<file path="src/rtl/mont_pkg.sv">
package mont_pkg;

    // Number of W-bit words needed to hold a value below 2^(N+1).
    function automatic int word_count(input int nbits, input int wbits);
        return (nbits + wbits) / wbits;
    endfunction

    // One iteration token moving along the element array.
    typedef struct packed {
        logic valid;   // element performs an iteration this cycle
        logic last;    // this is iteration N-1
        logic xbit;    // bit of X for this iteration
        logic qbit;    // parity decision made by word 0
    } step_t;

endpackage

</file>
<file path="src/rtl/mont_step_feed.sv">
module mont_step_feed
    import mont_pkg::*;
#(
    parameter int N = 64,
    parameter int E = 5
) (
    input  logic             clk,
    input  logic             rst,
    input  logic             load,
    input  logic [N-1:0]     x_val,
    input  logic             s0_lsb,
    input  logic             y0_lsb,
    output step_t [E-1:0]    steps
);
    localparam int CW = (N > 1) ? $clog2(N) : 1;

    logic [N-1:0]     xsr;
    logic [CW-1:0]    iter;
    logic             feeding;
    step_t            head;
    step_t [E-1:1]    stg;

    // Word 0 decides whether M is added: parity of S + x*Y.
    always_comb begin
        head.valid = feeding;
        head.last  = feeding && (iter == CW'(N - 1));
        head.xbit  = xsr[0];
        head.qbit  = feeding & (s0_lsb ^ (xsr[0] & y0_lsb));
    end

    always_ff @(posedge clk) begin
        if (rst) begin
            xsr     <= '0;
            iter    <= '0;
            feeding <= 1'b0;
        end else if (load) begin
            xsr     <= x_val;
            iter    <= '0;
            feeding <= 1'b1;
        end else if (feeding) begin
            xsr  <= xsr >> 1;
            iter <= iter + 1'b1;
            if (iter == CW'(N - 1))
                feeding <= 1'b0;
        end
    end

    // One-cycle skew per element for both the X bit and the parity bit.
    always_ff @(posedge clk) begin
        if (rst) begin
            stg <= '0;
        end else begin
            stg[1] <= head;
            for (int j = 2; j < E; j++)
                stg[j] <= stg[j-1];
        end
    end

    always_comb begin
        steps[0] = head;
        for (int j = 1; j < E; j++)
            steps[j] = stg[j];
    end

    // the top never reloads the bit stream while it is still running.
    a_r4_no_reload: assert property (@(posedge clk) disable iff (rst)
        load |-> !feeding);

endmodule

</file>
<file path="src/rtl/mont_word_pe.sv">
module mont_word_pe
    import mont_pkg::*;
#(
    parameter int W   = 16,
    parameter bit TOP = 1'b0
) (
    input  logic         clk,
    input  logic         rst,
    input  logic         clr,
    input  step_t        step,
    input  logic [W-1:0] y_word,
    input  logic [W-1:0] m_word,
    input  logic [1:0]   cin,
    input  logic         nb_in,
    output logic         lsb_out,
    output logic [1:0]   carry_q,
    output logic [W-2:0] sh_q,
    output logic         lsb_q
);
    localparam int SW = W + 2;

    logic          top_bit;
    logic [SW-1:0] part;
    logic [SW-1:0] sum_lo;
    logic [SW-1:0] sum_hi;
    logic [SW-1:0] pick;

    // Top bit of this word from the previous iteration: the neighbour's
    // fresh sum bit 0, or for the highest word its own stored carry.
    assign top_bit = TOP ? carry_q[0] : nb_in;

    always_comb begin
        part   = {3'b000, sh_q}
               + (step.xbit ? SW'(y_word) : '0)
               + (step.qbit ? SW'(m_word) : '0)
               + SW'(cin);
        sum_lo = part;
        sum_hi = part + (SW'(1) << (W - 1));
        pick   = top_bit ? sum_hi : sum_lo;
    end

    // Bit 0 does not depend on the pending top bit, so it can be offered
    // to the lower neighbour within the same cycle.
    assign lsb_out = step.valid & sum_lo[0];

    always_ff @(posedge clk) begin
        if (rst || clr) begin
            sh_q    <= '0;
            carry_q <= '0;
            lsb_q   <= 1'b0;
        end else if (step.valid) begin
            sh_q    <= pick[W:1];
            carry_q <= pick[W+1:W];
            lsb_q   <= pick[0];
        end
    end

    if (TOP) begin : g_top_chk
        // with X, Y < M the highest word never carries past one bit.
        a_r1_top_carry_narrow: assert property (@(posedge clk) disable iff (rst)
            step.valid |=> (carry_q[1] == 1'b0));
    end

endmodule

</file>
<file path="src/rtl/mont_final_reduce.sv">
module mont_final_reduce #(
    parameter int N  = 64,
    parameter int SW = 81
) (
    input  logic [SW-1:0] s_val,
    input  logic [N-1:0]  m_val,
    output logic [N-1:0]  res
);
    logic [SW-1:0] m_ext;
    logic [N-1:0]  diff_lo;
    logic          ge;

    always_comb begin
        m_ext   = SW'(m_val);
        ge      = (s_val >= m_ext);
        diff_lo = N'(s_val - m_ext);
        res     = ge ? diff_lo : s_val[N-1:0];
    end

endmodule

</file>
<file path="src/rtl/mont_wp_mul.sv">
module mont_wp_mul
    import mont_pkg::*;
#(
    parameter int N = 64,
    parameter int W = 16
) (
    input  logic         clk,
    input  logic         rst,
    input  logic         start,
    input  logic [N-1:0] x_in,
    input  logic [N-1:0] y_in,
    input  logic [N-1:0] m_in,
    output logic         done,
    output logic [N-1:0] result
);
    localparam int E   = word_count(N, W);
    localparam int EW  = E * W;
    localparam int SW  = EW + 1;
    localparam int LAT = N + E - 1;
    localparam int LCW = $clog2(LAT + 2);

    logic          busy;
    logic          accept;
    logic [EW-1:0] y_reg;
    logic [EW-1:0] m_reg;
    step_t [E-1:0] steps;

    logic [1:0]    carry  [E];
    logic [W-2:0]  sh     [E];
    logic          lsb_q  [E];
    logic          lsb_out[E];
    logic [SW-1:0] s_full;

    assign accept = start & ~busy;

    always_ff @(posedge clk) begin
        if (rst) begin
            busy  <= 1'b0;
            done  <= 1'b0;
            y_reg <= '0;
            m_reg <= '0;
        end else begin
            done <= steps[E-1].last;
            if (accept) begin
                busy  <= 1'b1;
                y_reg <= EW'(y_in);
                m_reg <= EW'(m_in);
            end else if (steps[E-1].last) begin
                busy <= 1'b0;
            end
        end
    end

    mont_step_feed #(.N(N), .E(E)) u_feed (
        .clk    (clk),
        .rst    (rst),
        .load   (accept),
        .x_val  (x_in),
        .s0_lsb (sh[0][0]),
        .y0_lsb (y_reg[0]),
        .steps  (steps)
    );

    for (genvar j = 0; j < E; j++) begin : g_pe
        logic [1:0] cin_w;
        logic       nb_w;

        if (j == 0) begin : g_cin0
            assign cin_w = 2'b00;
        end else begin : g_cinj
            assign cin_w = carry[j-1];
        end

        if (j == E - 1) begin : g_hi
            assign nb_w = 1'b0;
            assign s_full[SW-1 -: W+1] = {carry[j], sh[j]};
        end else begin : g_mid
            assign nb_w = lsb_out[j+1];
            assign s_full[j*W +: W] = {lsb_q[j+1], sh[j]};
        end

        mont_word_pe #(.W(W), .TOP(j == E - 1)) u_pe (
            .clk     (clk),
            .rst     (rst),
            .clr     (accept),
            .step    (steps[j]),
            .y_word  (y_reg[j*W +: W]),
            .m_word  (m_reg[j*W +: W]),
            .cin     (cin_w),
            .nb_in   (nb_w),
            .lsb_out (lsb_out[j]),
            .carry_q (carry[j]),
            .sh_q    (sh[j]),
            .lsb_q   (lsb_q[j])
        );
    end

    mont_final_reduce #(.N(N), .SW(SW)) u_reduce (
        .s_val (s_full),
        .m_val (m_reg[N-1:0]),
        .res   (result)
    );

    // Cycle count since the accepting edge, kept for the latency check.
    logic [LCW-1:0] lat_cnt;
    always_ff @(posedge clk) begin
        if (rst)         lat_cnt <= '0;
        else if (accept) lat_cnt <= '0;
        else if (busy)   lat_cnt <= lat_cnt + 1'b1;
    end

    // single-cycle completion pulse.
    a_r3_done_pulse: assert property (@(posedge clk) disable iff (rst)
        done |=> !done);

    // completion lands exactly N+E-1 edges after acceptance.
    a_r3_latency: assert property (@(posedge clk) disable iff (rst)
        done |-> (lat_cnt == LCW'(LAT)));

    // the Montgomery step always leaves word 0 even.
    a_r1_word0_even: assert property (@(posedge clk) disable iff (rst)
        (steps[0].valid && !accept) |=> (lsb_q[0] == 1'b0));

    // the value presented at completion is fully reduced.
    a_r1_reduced: assert property (@(posedge clk) disable iff (rst)
        done |-> (result < m_reg[N-1:0]));

    // a request during a run leaves the captured operands alone.
    a_r4_busy_ignore: assert property (@(posedge clk) disable iff (rst)
        (busy && start) |=> ($stable(m_reg) && $stable(y_reg)));

    // while idle with no request, the output does not move.
    a_r5_result_hold: assert property (@(posedge clk) disable iff (rst)
        (!busy && !start) |=> $stable(result));

endmodule

</file>
<file path="config.mk">
export PLATFORM = sky130hd
export DESIGN_NAME = mont_wp_mul
export DESIGN_NICKNAME = d
export VERILOG_FILES = /design/src/rtl/mont_pkg.sv /design/src/rtl/mont_step_feed.sv /design/src/rtl/mont_word_pe.sv /design/src/rtl/mont_final_reduce.sv /design/src/rtl/mont_wp_mul.sv
export SDC_FILE = /design/constraint.sdc
export NUM_CORES = 1
export LEC_CHECK = 0
export CAP_MARGIN = 10
export CORE_MARGIN = 5
export CORE_UTILIZATION = 52
export DETAILED_ROUTE_END_ITERATION = 6
export PLACE_DENSITY = 0.78
export SLEW_MARGIN = 20
export SYNTH_ARGS = -nofsm -noshare
export SYNTH_HDL_FRONTEND = slang
export SYNTH_SLANG_ARGS = --single-unit
</file>
<file path="constraint.sdc">
create_clock -name clk -period 4.5 [get_ports clk]
set_input_delay 0.45 -clock clk [delete_from_list [all_inputs] [get_ports clk]]
set_output_delay 0.45 -clock clk [all_outputs]
set_load 0.01 [all_outputs]
</file>
# After elaboration in Yosys (flattened, before gate mapping)
# Cells that the tools add are included.
# classes
n_reduce_logical	5
n_lt_le_gt_ge	1
n_div	0
n_shift	0
n_mul	0
eq_ne	1
muxes	21
add_sub_neg	19
bitwise	9
# op_table
op	count
2-to-1 mux 64 bit	3
2-to-1 mux 16 bit	8
adder 18 x 16 -> 18 bit, second input constant	5
2-to-1 mux 18 bit	5
>= comparator 81 x 64 -> 1 bit	1
adder 15 x 18 -> 18 bit	4
adder 18 bit	4
subtractor 64 bit	1
adder 18 x 2 -> 18 bit	3
adder 15 x 2 -> 16 bit	1
bitwise AND 1 bit	7
adder 6 x 1 -> 6 bit, second input constant	1
equality test 6 bit, second input constant	1
2-to-1 mux 1 bit	5
nonzero test 2 bit	2
OR reduction 2 bit	1
logical AND 1 bit	1
logical OR 1 bit	1
inverter 1 bit	1
XOR 1 bit	1
# word_totals
mem_count	0
out_inout_bits	65
romBits	0
inputBits	195
reg_bits	304
latchBits	0
ram_bits	0
elab_cells	91

# Logic depth before layout (Yosys ltp)
# logic_depth
word_depth	7
mapped_depth	25
depth_no_buf	24

# Cells and area by module
# Synthesis repeated with hierarchy kept, for this count alone.
# hier_totals
cells_unflattened	3272
hier_area_um2	26225.2
# by_module_without_submodules
mod	seq_area_each_um2	area_each_um2	cells_per_inst	n_inst
mont_word_pe at g_pe[1].u_pe ...	360.3	2351.0	298	3
mont_wp_mul	2602.5	5826.8	589	1
mont_final_reduce	0.0	4959.8	802	1
mont_step_feed	1741.7	3766.1	420	1
mont_word_pe at g_pe[0].u_pe	360.3	2367.3	298	1
mont_word_pe at g_pe[4].u_pe	360.3	2252.2	269	1

# Worst setup path after synthesis
# Ideal clock, no wire load.
# synth_timing
path_kind	flip-flop to flip-flop
from	register u_feed.feeding
to	register g_pe[0].u_pe.carry_q[1]
arrival_ps	4560
path_slack_ps	-193
path_stages_with_launch	24
required_ps	4368
setup_ps	132
n_path_buf	3
period_less_slack_ps	4693
path_cell_list	dfxtp_1 -> clkbuf_1 -> buf_1 -> nor2b_1 -> clkbuf_1 -> nand2_1 -> fa_1 -> inv_1 -> ha_1 -> nor2b_1 -> o21ai_0 -> a21boi_0 -> o21ai_0 -> a21boi_0 -> o21ai_0 -> a31oi_1 -> o41a_1 -> xor2_1 -> ha_1 -> nand2_1 -> a21o_1 -> nand3_1 -> o211ai_1 -> a21oi_1
# synth_via
elab_chain_len	5
# synth_rtl
item	line	source
start, declared	mont_step_feed.sv:19	logic feeding;
start signal, assigned	mont_step_feed.sv:35	feeding <= 1'b0;
start signal, assigned	mont_step_feed.sv:39	feeding <= 1'b1;
start signal, assigned	mont_step_feed.sv:44	feeding <= 1'b0;
bitwise AND 1 bit	mont_step_feed.sv:28	head.qbit = feeding & (s0_lsb ^ (xsr[0] & y0_lsb));
2-to-1 mux 16 bit	mont_word_pe.sv:35	+ (step.qbit ? SW'(m_word) : '0)
adder 18 bit	mont_word_pe.sv:35	
adder 18 x 16 -> 18 bit	mont_word_pe.sv:38	sum_hi = part + (SW'(1) << (W - 1));
2-to-1 mux 18 bit	mont_word_pe.sv:39	pick = top_bit ? sum_hi : sum_lo;
end signal, assigned	mont_word_pe.sv:53	carry_q <= pick[W+1:W];
end, declared	mont_word_pe.sv:16	output logic [1:0] carry_q,
# Parallel ways exist; a longest one is shown, timed or not.
# A chain may end at the register's enable or synchronous reset.

# Worst setup path in the final report
# layout_timing
from	register m_reg[9]
to	output port result[59]
# layout_via
elab_chain_len	2
elab_cells_between_ends	3
cone_classes	1 x add/sub; 1 x order compare; 1 x mux
# layout_rtl
item	line	source
start, declared	mont_wp_mul.sv:25	logic [EW-1:0] m_reg;
start signal, assigned	mont_wp_mul.sv:47	m_reg <= EW'(m_in);
>= comparator 81 x 64 -> 1 bit / subtractor 64 bit (equally long branches)	mont_final_reduce.sv:15, mont_final_reduce.sv:16	
2-to-1 mux 64 bit (*)	mont_final_reduce.sv:17	res = ge ? diff_lo : s_val[N-1:0];
end, declared	mont_wp_mul.sv:14	output logic [N-1:0] result
# Mark *: on every way between the ends. The rest lies on a longest branch, timed or not.

==> results by group <==
Critical path
  – Setup CP Type: reg -> out
  – Worst r2r src: m_reg[33]
  – Worst path top cell family by delay: simple AND/OR/NAND/NOR gates
  – Reg2reg path depth: 18
  – Critical path startpoint category: flop
  – Crit path capture type: output port
  – R2R Path End: g_pe[2].u_pe.carry_q[1]
  – Req. time, crit path: 4.05 ns
  – Crit-path cells: inv_1 > ha_4 > nand4_1 > or4_1 > or4_4 > nor3_2 > a31o_2 > or2b_1 > o31a_2 > o21ai_4 > buf_4 > or3_4 > o211a_4 > buf_2
  – R2R setup slack: 0.17 ns
  – Crit-path max FO: 6
  – Crit path buf inv count: 3
  – Worst path max stage delay: 0.50 ns
  – CP max-delay cell: or4_4
  – Critical path arrival: 4.01 ns

Floorplanning
  – Overall die height: 214.0 um
  – Die W: 214.0 um
  – Die Area: 45810 um^2
  – Top Ports: 260
  – Core ar.: 41020 um^2
  – Number of cell rows: 74
  – Initial Utilization: 0.5277

Logic synthesis
  – Syn Inst Count: 2746
  – Dominant synthesized flop cell: dfxtp_1
  – Mean Syn Cell Area: 7.883 um^2
  – Sequential share of the synthesized area: 0.2802
  – EDFF count, synth: 0
  – Synth Net Count: 3197
  – Syn. warnings: 0
  – FFs w/ async S/R, synth: 0
  – Post-synthesis cell area: roughly 22000 um^2
  – Yosys reg bits: 303
  – Yosys cell types: 68

GRT
  – Vias in the first global route: 20.31k
  – All-Layer GR Usage: 0.2669
  – GRT overflow: 0
  – First-pass GRT wire length: 103500 um
  – Largest net degree at the start of global routing: 257
  – Antenna violations before repair: 3

Timing
  – Setup Total Neg Slack: 0 ns
  – Hold_ws: 0.4225 ns
  – RSZ-0062 raised after global routing: true
  – Slew @ Worst Pin: 1.106 ns
  – Fmax: 224.1 MHz
  – Setup-failing EPs final: 0
  – Final hold vios: 0
  – Tcrit/Tclk final: 0.9917
  – Max_slew headroom: 0.2621
  – Fin. max-slew vios: 0
  – Fin Clk Skew: roughly 0.027 ns
  – Fin crit period: roughly 4.5 ns

Final layout
  – Largest Register: g_pe.u_pe.sh_q
  – P&R area growth vs syn: 25.43%
  – Filler cells: 3389
  – Fin nets: 3460
  – Max reg flops: 75
  – Area of the multi-input gates: between 10000 and 15000 um^2
  – Commonest non-fill, non-tap cell in the layout: nand2_1
  – Seq. cell area: 6102 um^2
  – Share of layout cells above drive strength 1: 0.1215
  – Commonest non-fill, non-tap cells in the layout: nand2_1 (404), dfxtp_1 (284), a21oi_1 (277)

Clocking
  – Hold_buf cts: 0
  – Clk Latency, worst-skew pair: 0.56 ns
  – CTS H-tree depth: 2
  – Clk slew on worst S/H paths: 0.06 ns
  – CTS tree: done
  – Root Buffer: clkbuf_16
  – Clock Tree Buf Depth: 3
  – Num CTS Buffers: 38
  – CTS sink count: 303

Detailed routing
  – Antenna Nets Post-Route: 0
  – Iteration count of the initial detailed-routing pass: 5
  – DRT Wirelength: ~64000 um
  – Routed len/inst: between 15 and 20 um
  – DRC viols: 0
  – Vias post-DR: 20.33k
  – Avg Vias per Cell: 5.694
  – Initial DRC count: 1187

Worst hold path
  – Min-delay src: m_in[18]
  – Worst hold stages: 3
  – Worst hold path type: in -> reg
  – Hold endpoint: m_reg[18]

Placed design
  – Routability cong.: 0.9518
  – Port bufs: 259
  – HPWL Detailed: 47000 um

Run
  – Max-cap viol count: 0

Power
  – Leakage: 12.18 nW
  – PwrDens: 277.1 nW/um^2
  – Max rail drop VDD: 0.2603 mV

Outcome
  – Run status: finished clean
-- Yosys cell counts (all sizes together), types with 3 or more instances --
master	instances	area, um^2
nor2	249	934.7
nand3	41	205.2
o22ai	3	18.77
nand2	405	1520
o211ai	9	67.56
fa	71	1421
nand3b	10	75.07
o21a	10	75.07
a221o	3	30.03
nand4	33	206.5
a21o	60	450.4
a21oi	308	1541
nor4	6	37.54
dfxtp	303	6066
a211oi	87	653.1
a211o	3	26.28
o211a	4	40.04
xor2	44	385.4
nor2b	24	150.1
o31a	3	27.53
o21ai	85	429.2
or4	3	22.52
and2	88	550.5
mux2i	114	1141
nor3b	4	40.03
nand2b	25	156.4
a2111oi	3	27.53
o221ai	4	35.03
or3	9	56.30
xnor2	66	578.1
buf	32	161.4
nor3	25	130.1
a31o	5	43.79
a31oi	23	143.9
and3	15	93.84
o21bai	22	165.2
clkbuf	115	431.7
a32oi	8	70.07
ha	185	2315
o31ai	13	97.59
a21boi	4	30.03
inv	191	716.9
or2	9	56.30
and4	4	35.03
-- worst register-to-register path, stage by stage, from the launching register on --
cell and delay, ns:
dfxtp_2 0.34, and2_1 0.15, fa_1 0.46, fa_1 0.53, ha_1 0.18, inv_1 0.06
fa_1 0.40, nor2b_1 0.13, o21a_1 0.14, o21ai_1 0.10, a2111oi_2 0.44, buf_4 0.19
o31ai_2 0.11, o21ai_2 0.22, xor2_2 0.20, ha_1 0.17, nand3_1 0.10, xnor2_1 0.18
o22ai_1 0.10
-- power breakdown --
group          switching [mW]  total (mW)  internal (mW)
registers              0.0907        2.91           2.82
logic                   0.720        1.29          0.570
clock network            1.26        3.33           2.07
-- logic make-up (layout without fill, tap and decap cells) --
family,after synthesis,count (layout),share of synthesized area
buffers and inverters,338,629,0.06052
muxes,116,116,0.05376
adders and majority gates,256,256,0.1726
xor gates and xnor gates,111,111,0.04555
DFF,303,303,0.2802
AOI/OAI and AO/OA,670,670,0.1893
and+or+nand+nor,952,952,0.1980
other,0,2,0
-- metal layers --
metal,wire length (um),GRT usage,vias to the layer above
met1,27390,0.3417,9624
met2,30450,0.4579,634
li1,-,-,9930
met5,19,0,-
met4,2174,0.08890,2
met3,4243,0.04758,142
-- worst max-delay path by stage --
stage / start / slack (ns) / to / cells after the start
after global routing: g_pe[0].u_pe.sh_q[0] / -0.11 / result[59] / 14
after CTS: m_reg[63] / -0.06 / result[34] / 15
after floorplan: u_feed.xsr[0] / 0.05 / g_pe[0].u_pe.carry_q[1] / 24
after global placement: m_reg[33] / -0.09 / g_pe[2].u_pe.carry_q[0] / 17
final: m_reg[9] / 0.04 / result[59] / 14
after detailed placement: y_reg[0] / -0.14 / g_pe[0].u_pe.carry_q[1] / 24
-- cell type report --
type	instances	share of cell area
multi-input combinational	2105	0.5483
clock buffer	46	0.03839
sequential	303	0.2247
timing repair buffer	370	0.1253
inverter	191	0.02641
clock inverter	22	0.01212
antenna	2	0.0001843
tap	532	0.02452
-- timing repair --
item                       CTS  global route
buffers inserted            16            20
hold endpoints to repair     0             0
gates cloned                 4             0
pin swaps                   11            34
setup endpoints to repair   68            71
gates resized for setup    252           127
-- metrics by stage --
stage                     total power [mW]    util  area, um^2  cells  worst slack [ns]
after floorplan                      3.705       -       21650   2746           0.05427
after global placement               4.149  0.6088       24970   3465          -0.09435
after detailed placement             4.177  0.6088       24970   3465           -0.1399
after CTS                            7.533  0.6532       26790   3553          -0.06186
after global routing                 7.822  0.6619       27150   3570           -0.1075
final                                7.524  0.6619       27150   3571           0.03748
No activity file was read; power rests on OpenSTA's default activity.
